[config.mk]
export PLATFORM = sky130hd
export DESIGN_NAME = hbi_bus_if
export DESIGN_NICKNAME = d
export VERILOG_FILES = /design/src/rtl/hbi_pkg.sv /design/src/rtl/hbi_sync.sv /design/src/rtl/hbi_write_fmt.sv /design/src/rtl/hbi_read_ctl.sv /design/src/rtl/hbi_bus_if.sv
export SDC_FILE = /design/constraint.sdc
export NUM_CORES = 1
export LEC_CHECK = 0
export ABC_CLOCK_PERIOD_IN_PS = 2000
export CORE_ASPECT_RATIO = 1.1
export CORE_MARGIN = 4
export CORE_UTILIZATION = 45
export CTS_CLUSTER_DIAMETER = 100
export DETAILED_ROUTE_END_ITERATION = 6
export DONT_BUFFER_PORTS = 1
export SYNTH_ARGS = -nofsm -noshare
export SYNTH_HDL_FRONTEND = slang
export SYNTH_HIERARCHICAL = 1
export SYNTH_SLANG_ARGS = --single-unit
[constraint.sdc]
create_clock -name clk -period 2 [get_ports clk]
set_input_delay 0 -clock clk [delete_from_list [all_inputs] [get_ports clk]]
set_output_delay 0 -clock clk [all_outputs]
set_load 0.03 [all_outputs]
[src/rtl/hbi_pkg.sv]
package hbi_pkg;

    localparam int LANE_W = 8;
    localparam int DATA_W = 2 * LANE_W;
    localparam int BE_W   = DATA_W / LANE_W;

    typedef struct packed {
        logic ce_n;
        logic oe_n;
        logic we_n;
        logic byte_n;
    } hbi_ctl_t;

    typedef enum logic {
        RD_IDLE = 1'b0,
        RD_WAIT = 1'b1
    } rd_state_e;

    // Place the held word on the host lanes for the given width mode.
    function automatic logic [DATA_W-1:0] lane_steer(
        input logic [DATA_W-1:0] word,
        input logic              byte_n,
        input logic              a0
    );
        logic [LANE_W-1:0] sel;
        sel = a0 ? word[DATA_W-1:LANE_W] : word[LANE_W-1:0];
        return byte_n ? word : {{LANE_W{1'b0}}, sel};
    endfunction

    // Position host write data inside the array word.
    function automatic logic [DATA_W-1:0] wr_place(
        input logic [DATA_W-1:0] d,
        input logic              byte_n,
        input logic              a0
    );
        if (byte_n)
            return d;
        return a0 ? {d[LANE_W-1:0], {LANE_W{1'b0}}}
                  : {{LANE_W{1'b0}}, d[LANE_W-1:0]};
    endfunction

    function automatic logic [BE_W-1:0] byte_en(
        input logic byte_n,
        input logic a0
    );
        if (byte_n)
            return '1;
        return a0 ? 2'b10 : 2'b01;
    endfunction

endpackage

[src/rtl/hbi_sync.sv]
module hbi_sync #(
    parameter int             W       = 1,
    parameter logic [W-1:0]   RST_VAL = '0
) (
    input  logic         clk,
    input  logic         rst,
    input  logic [W-1:0] d,
    output logic [W-1:0] q
);
    logic [W-1:0] meta;

    always_ff @(posedge clk) begin
        if (rst) begin
            meta <= RST_VAL;
            q    <= RST_VAL;
        end else begin
            meta <= d;
            q    <= meta;
        end
    end
endmodule

[src/rtl/hbi_write_fmt.sv]
module hbi_write_fmt
    import hbi_pkg::*;
#(
    parameter int ADDR_W = 24,
    localparam int WORD_AW = ADDR_W - 1
) (
    input  logic               clk,
    input  logic               rst,
    input  logic               cur_ce_n,
    input  logic               cur_we_n,
    input  logic               cur_byte_n,
    input  logic [ADDR_W-1:0]  cur_addr,
    input  logic [DATA_W-1:0]  cur_data,
    output logic               wr_commit,
    output logic [WORD_AW-1:0] wr_addr,
    output logic [DATA_W-1:0]  wr_data,
    output logic [BE_W-1:0]    wr_be
);
    logic               prv_ce_n;
    logic               prv_we_n;
    logic               prv_byte_n;
    logic [ADDR_W-1:0]  prv_addr;
    logic [DATA_W-1:0]  prv_data;

    // One more stage holds the values seen while the strobe was low.
    always_ff @(posedge clk) begin
        if (rst) begin
            prv_ce_n   <= 1'b1;
            prv_we_n   <= 1'b1;
            prv_byte_n <= 1'b1;
            prv_addr   <= '0;
            prv_data   <= '0;
        end else begin
            prv_ce_n   <= cur_ce_n;
            prv_we_n   <= cur_we_n;
            prv_byte_n <= cur_byte_n;
            prv_addr   <= cur_addr;
            prv_data   <= cur_data;
        end
    end

    assign wr_commit = !prv_we_n && cur_we_n && !prv_ce_n && !cur_ce_n;
    assign wr_addr   = prv_addr[ADDR_W-1:1];
    assign wr_data   = wr_place(prv_data, prv_byte_n, prv_addr[0]);
    assign wr_be     = byte_en(prv_byte_n, prv_addr[0]);
endmodule

[src/rtl/hbi_read_ctl.sv]
module hbi_read_ctl
    import hbi_pkg::*;
#(
    parameter int ADDR_W = 24,
    localparam int WORD_AW = ADDR_W - 1,
    localparam int KEY_W   = ADDR_W + 1
) (
    input  logic               clk,
    input  logic               rst,
    input  hbi_ctl_t           cur_ctl,
    input  logic [ADDR_W-1:0]  cur_addr,
    input  logic               wr_commit,
    input  logic               arr_rvalid,
    input  logic [DATA_W-1:0]  arr_rdata,
    output logic               rd_issue,
    output logic [WORD_AW-1:0] rd_addr,
    output logic [DATA_W-1:0]  rd_word,
    output logic               rd_byte_n,
    output logic               rd_a0,
    output logic               pwr_save
);
    rd_state_e        state;
    logic             have;
    logic [KEY_W-1:0] have_key;
    logic [KEY_W-1:0] req_key;
    logic [KEY_W-1:0] key_cur;
    logic             rd_cond;
    logic             key_diff;

    // Key layout: {width mode, word address, byte select (0 in 16-bit mode)}
    assign key_cur  = {cur_ctl.byte_n, cur_addr[ADDR_W-1:1],
                       cur_ctl.byte_n ? 1'b0 : cur_addr[0]};
    assign key_diff = (key_cur != have_key);
    assign rd_cond  = !cur_ctl.ce_n && !cur_ctl.oe_n && cur_ctl.we_n;
    assign rd_issue = (state == RD_IDLE) && rd_cond && !wr_commit
                      && (!have || key_diff);
    assign rd_addr  = key_cur[ADDR_W-1:1];

    always_ff @(posedge clk) begin
        if (rst) begin
            state    <= RD_IDLE;
            have     <= 1'b0;
            have_key <= '0;
            req_key  <= '0;
            rd_word  <= '0;
            pwr_save <= 1'b0;
        end else begin
            case (state)
                RD_IDLE: begin
                    if (key_diff)
                        pwr_save <= 1'b0;
                    if (rd_issue) begin
                        state   <= RD_WAIT;
                        req_key <= key_cur;
                    end
                end
                RD_WAIT: begin
                    if (arr_rvalid) begin
                        state    <= RD_IDLE;
                        rd_word  <= arr_rdata;
                        have     <= 1'b1;
                        have_key <= req_key;
                        pwr_save <= 1'b1;
                    end
                end
                default: state <= RD_IDLE;
            endcase
            if (wr_commit) begin
                have     <= 1'b0;
                pwr_save <= 1'b0;
            end
        end
    end

    assign rd_byte_n = have_key[KEY_W-1];
    assign rd_a0     = have_key[0];
endmodule

[src/rtl/hbi_bus_if.sv]
module hbi_bus_if
    import hbi_pkg::*;
#(
    parameter int ADDR_W = 24
) (
    input  logic                clk,
    input  logic                rst,
    input  logic                host_ce_n,
    input  logic                host_oe_n,
    input  logic                host_we_n,
    input  logic                host_byte_n,
    input  logic [ADDR_W-1:0]   host_addr,
    input  logic [15:0]         host_wdata,
    output logic [15:0]         host_rdata,
    output logic                lane_lo_oe,
    output logic                lane_hi_oe,
    output logic                arr_req,
    output logic                arr_we,
    output logic [ADDR_W-2:0]   arr_addr,
    output logic [15:0]         arr_wdata,
    output logic [1:0]          arr_be,
    input  logic                arr_rvalid,
    input  logic [15:0]         arr_rdata,
    input  logic                eng_busy,
    output logic                standby,
    output logic                pwr_save
);
    localparam int WORD_AW = ADDR_W - 1;
    localparam int CTL_W   = $bits(hbi_ctl_t);
    localparam int SYNC_W  = CTL_W + ADDR_W + DATA_W;
    localparam logic [SYNC_W-1:0] SYNC_RST = {{CTL_W{1'b1}}, {(ADDR_W + DATA_W){1'b0}}};

    hbi_ctl_t            cur_ctl;
    logic [ADDR_W-1:0]   cur_addr;
    logic [DATA_W-1:0]   cur_data;
    logic                wr_commit;
    logic [WORD_AW-1:0]  wr_addr;
    logic [DATA_W-1:0]   wr_data;
    logic [BE_W-1:0]     wr_be;
    logic                rd_issue;
    logic [WORD_AW-1:0]  rd_addr;
    logic [DATA_W-1:0]   rd_word;
    logic                rd_byte_n;
    logic                rd_a0;
    logic                rd_lane_ok;

    hbi_sync #(.W(SYNC_W), .RST_VAL(SYNC_RST)) i_sync (
        .clk (clk),
        .rst (rst),
        .d   ({host_ce_n, host_oe_n, host_we_n, host_byte_n, host_addr, host_wdata}),
        .q   ({cur_ctl, cur_addr, cur_data})
    );

    hbi_write_fmt #(.ADDR_W(ADDR_W)) i_wr (
        .clk        (clk),
        .rst        (rst),
        .cur_ce_n   (cur_ctl.ce_n),
        .cur_we_n   (cur_ctl.we_n),
        .cur_byte_n (cur_ctl.byte_n),
        .cur_addr   (cur_addr),
        .cur_data   (cur_data),
        .wr_commit  (wr_commit),
        .wr_addr    (wr_addr),
        .wr_data    (wr_data),
        .wr_be      (wr_be)
    );

    hbi_read_ctl #(.ADDR_W(ADDR_W)) i_rd (
        .clk        (clk),
        .rst        (rst),
        .cur_ctl    (cur_ctl),
        .cur_addr   (cur_addr),
        .wr_commit  (wr_commit),
        .arr_rvalid (arr_rvalid),
        .arr_rdata  (arr_rdata),
        .rd_issue   (rd_issue),
        .rd_addr    (rd_addr),
        .rd_word    (rd_word),
        .rd_byte_n  (rd_byte_n),
        .rd_a0      (rd_a0),
        .pwr_save   (pwr_save)
    );

    assign rd_lane_ok = !cur_ctl.ce_n && !cur_ctl.oe_n && cur_ctl.we_n;

    always_ff @(posedge clk) begin
        if (rst) begin
            arr_req    <= 1'b0;
            arr_we     <= 1'b0;
            arr_addr   <= '0;
            arr_wdata  <= '0;
            arr_be     <= '1;
            lane_lo_oe <= 1'b0;
            lane_hi_oe <= 1'b0;
            standby    <= 1'b1;
        end else begin
            arr_req    <= wr_commit || rd_issue;
            arr_we     <= wr_commit;
            arr_addr   <= wr_commit ? wr_addr : rd_addr;
            arr_wdata  <= wr_commit ? wr_data : '0;
            arr_be     <= wr_commit ? wr_be : '1;
            lane_lo_oe <= rd_lane_ok;
            lane_hi_oe <= rd_lane_ok && cur_ctl.byte_n;
            standby    <= cur_ctl.ce_n && !eng_busy;
        end
    end

    assign host_rdata = lane_steer(rd_word, rd_byte_n, rd_a0);
endmodule

==> summary.md <==
| Metric | Value |
|---|---|
| Routed WL | `about 19,000 um` |
| Setup crit end | `i_rd/req_key[12]` |
| Syn Std Cell Area | `~8500 sq um` |
| Clock sinks | `246` |
| CTS H-tree lvls | `1` |
| Die X-Extent | `139 um` |
| Largest family of logic cells by synthesized area | `simple AND/OR/NAND/NOR gates` |
| Mean Syn Cell Area | `around 10 sq um` |
| Routed len/inst | `approximately 15 um` |
| Worst Setup Start Kind | `flip-flop` |
| Relative slew slack | `between 70% and 80%` |
| Post-synthesis xor/xnor area fraction | `2.58%` |
| Die area | `about 21,000 sq um` |
| PnR worst setup slack | `-0.125 ns` |
| Top post-synthesis cells by area | `dfxtp_1 (58%), nor2b_1 (8.9%), buf_4 (4.3%), a21oi_1 (3.9%), nand2_1 (3.9%)` |
| Comb power frac | `approximately 3.8%` |
| Worst hold slack | `-0.345 ns` |
| CTS max path bufs | `3` |
| Grt peak-use layer | `met2` |
| Fin crit share | `106%` |
| I/O pins | `between 100 and 150` |
| Post-Synth Simple-Gate Area | `21.2%` |
| IO Port Bufs | `0` |
| Initial antenna violation count | `0` |
| Ant. Diodes | `0` |
| Syn nets | `roughly 900` |
| Yosys top cell area share | `between 50% and 60%` |
| Status | `finished with violations` |
| Arr. time, crit path | `2.57 ns` |
| Critical path cell sequence | `xnor2_2 > nand4_1 > or4_4 > buf_6 > nor3_4 > buf_6 > buf_16 > o21ai_1 > a21oi_1` |
| CP Max Fanout | `5` |
| Yosys reg bits | `around 250` |
| Number of global-route vias before repair | `about 6,500` |
| Hold Violations, Final | `54` |
| Worst path required time | `roughly 2.5 ns` |
| GRT met1 Usage | `about a fifth` |
| Worst-case clock skew | `approximately 0.015 ns` |
| Max Freq | `471 MHz` |
| Vias | `~6,000` |
| # setup viols final | `25` |
| Synth async-reset ratio | `0%` |
| Post-synth EDFFs | `0` |
| Number of cell rows | `52` |
| # fillers | `around 1,500` |
| Via/cell ratio | `roughly 4.7` |
| CTS Buf Count | `25` |
| Net Sw Frac | `between 15 and 20%` |
| Overall routing resource usage | `~18%` |
| Post-synth top cells | `dfxtp_1 (246), nor2b_1 (121), nand2_1 (88)` |
| VDD IR max | `around 0.00076 V` |
| Max-slew violation count | `0` |
| Cell with the most instances after synthesis | `dfxtp_1` |
| YS warnings | `6` |
| Antenna Nets Post-Route | `0` |
| R2R Setup Slk | `-0.12 ns` |
| Clock Pin Slew Worst Setup and Hold Paths | `roughly 0.060 ns` |
| Worst min path class | `in2reg` |
| Cell Area, Placed | `roughly 8500 sq um` |
| Min cycle time layout | `2.12 ns` |
| Crit. path cell count | `9` |
| Post-synth top area cell | `dfxtp_1` |
| Clk pwr share | `roughly 47%` |
| Most common flop cell mapped by yosys | `dfxtp_1` |
| Worst path max stage delay | `about 0.54 ns` |
| Pwr/cell area | `around 900 nW/um^2` |
| GRT overflow | `0` |
| Reg2Reg Depth | `9` |
| Crit path from | `i_sync/q[33]` |
| Worst-Margin Slew | `~0.45 ns` |
| Delay-heaviest family, CP | `simple AND/OR/NAND/NOR gates` |
| P_sw | `roughly 0.0020 W` |
| Slowest library cell on the worst path | `or4_4` |
| Clock Latency Late Sink | `between 0.5 and 0.6 ns` |
| Largest net degree at the start of global routing | `about 230` |
| Netlist cell types | `36` |
| Mux share of post-synthesis cell area | `just over 4%` |
| Setup_tns | `-2.07 ns` |
| R2R Path End | `i_rd/req_key[12]` |
| Hold buffer count at cts | `198` |
| Grt met3 use | `under 10%` |
| Area grow syn2layout | `35.6%` |
| Post-Synthesis Cells | `833` |
| M2 GR Usage | `a little under a third` |
| Final Cell Area | `between 10,000 and 15,000 sq um` |
| Share of cells above drive strength 1 | `roughly 13%` |
| Failing checks | `negative hold slack, negative setup slack` |
| Routability congestion estimate | `a little under 0.8` |
| CP dominant cell by count | `buf_6` |
| Height of the die | `152 um` |
| Number of DRC markers in iteration 0 | `roughly 320` |
| CTS tree | `done` |
| Internal | `about 0.0084 W` |
| Nets | `~1,100` |
| CP endpoint kind | `flip-flop` |
| Compound-gate portion of the synthesized area | `roughly 6.5%` |
| Post-Synth Adder-Cell Area | `0%` |
| WS Path Type | `reg2reg` |
| First-pass GRT wire length | `31,300 um` |
| Post-synthesis sequential area ratio | `between 50% and 60%` |
| Clk root buf | `clkbuf_16` |
| Startpoint of the worst register-to-register path | `i_sync/q[33]` |
| Max Cap Viol | `0` |
| Drt drc | `0` |
| Worst Path Buf+Inv | `3` |
| Post-DP HPWL | `roughly 11,000 um` |
| LEAKAGE | `about 4.8 nW` |
| Core area | `~18,000 sq um` |
| Initial Util | `45.9%` |
| RSZ-0062 raised after global routing | `true` |
| Detailed Routing Iterations Pass 1 | `5` |
| Reg power frac | `a little under 50%` |
-- worst min-delay path by stage --
stage | start | endpoint | slack [ns] | cells past startpoint
after CTS | rst | arr_addr[15] | -0.43 | 1
final | rst | arr_addr[15] | -0.35 | 1
after floorplan | rst | i_wr/prv_addr[13] | 0.07 | 1
after global placement | host_we_n | i_sync/meta[41] | 0.10 | 1
after global routing | rst | i_rd/req_key[2] | -0.45 | 1
after detailed placement | rst | i_sync/meta[28] | 0.11 | 1
-- repair_timing --
action,in CTS,in global routing
pin swaps,24,15
endpoints found under the setup margin,27,35
setup buffers,4,1
gates resized for setup,12,23
gates cloned,2,0
endpoints found under the hold margin,246,70
-- cells by family after synthesis --
kind of cell | Yosys count
flops | 246
simple gates | 327
mux | 31
xor+xnor | 25
buf+inv | 100
compound gates | 104
-- power by group through the flow --
| stage | registers, W | clock network, W | logic (W) |
|---|---|---|---|
| after detailed placement | 0.00521 | 0 | 0.000196 |
| final | 0.00510 | 0.00493 | 0.000392 |
| after global placement | 0.00521 | 0 | 0.000195 |
| after CTS | 0.00510 | 0.00504 | 0.000382 |
| after floorplan | 0.00519 | 0 | 0.000235 |
| after global routing | 0.00511 | 0.00527 | 0.000430 |
-- cells in the final DEF, fill, tap and decap left out, types with 8 or more instances in the layout --
| cell type | instances |
|---|---|
| xor2_1 | 12 |
| and2_1 | 26 |
| dfxtp_1 | 241 |
| a21oi_1 | 63 |
| o21ai_0 | 19 |
| mux2_4 | 8 |
| buf_4 | 38 |
| xnor2_1 | 11 |
| and2_4 | 8 |
| or2_1 | 8 |
| mux2i_1 | 23 |
| nand3_1 | 23 |
| nor2_1 | 28 |
| nor2b_1 | 121 |
| clkbuf_16 | 25 |
| dlygate4sd3_1 | 198 |
| nand2_1 | 87 |
-- metal layers --
| metal | wire, um | vias to the layer above |
|---|---|---|
| met5 | 0 | - |
| met4 | 435 | 0 |
| met3 | 1150 | 31 |
| li1 | - | 2980 |
| met1 | 7390 | 2822 |
| met2 | 9670 | 187 |
-- registers in the layout (all words and copies together), names as in the netlist, 2 cells and up --
register / count
i_wr/prv_data: 16
i_sync/meta: 44
i_rd/rd_word: 16
i_rd/req_key: 25
i_wr/prv_addr: 24
i_rd/have_key: 25
i_sync/q: 44
arr_be: 2
arr_addr: 23
arr_wdata: 16
-- per-stage QoR --
stage | std cells | utilization [%] | total power [W] | hold slack (ns) | setup slack [ns]
after global routing | 1269 | 62.3 | 0.0108 | -0.452 | -0.207
after floorplan | 833 | - | 0.00543 | 0.0716 | 0.0299
after CTS | 1269 | 62.1 | 0.0105 | -0.431 | -0.113
final | 1269 | 62.3 | 0.0104 | -0.345 | -0.125
after global placement | 1020 | 45.9 | 0.00541 | 0.104 | -0.175
after detailed placement | 1020 | 45.9 | 0.00541 | 0.106 | -0.208
-- area by class of cell --
| cell class | instances | area (sq um) | share of cell area, % |
|---|---|---|---|
| inverter | 5 | 23.8 | 0.207 |
| clock inverter | 11 | 201 | 1.75 |
| clock buffer | 34 | 689 | 5.99 |
| tap | 243 | 304 | 2.64 |
| timing repair buffer | 243 | 2380 | 20.7 |
| sequential | 246 | 4930 | 42.9 |
| multi-input combinational | 487 | 2980 | 25.9 |
Note: power is estimated with default switching activity, not from simulation.
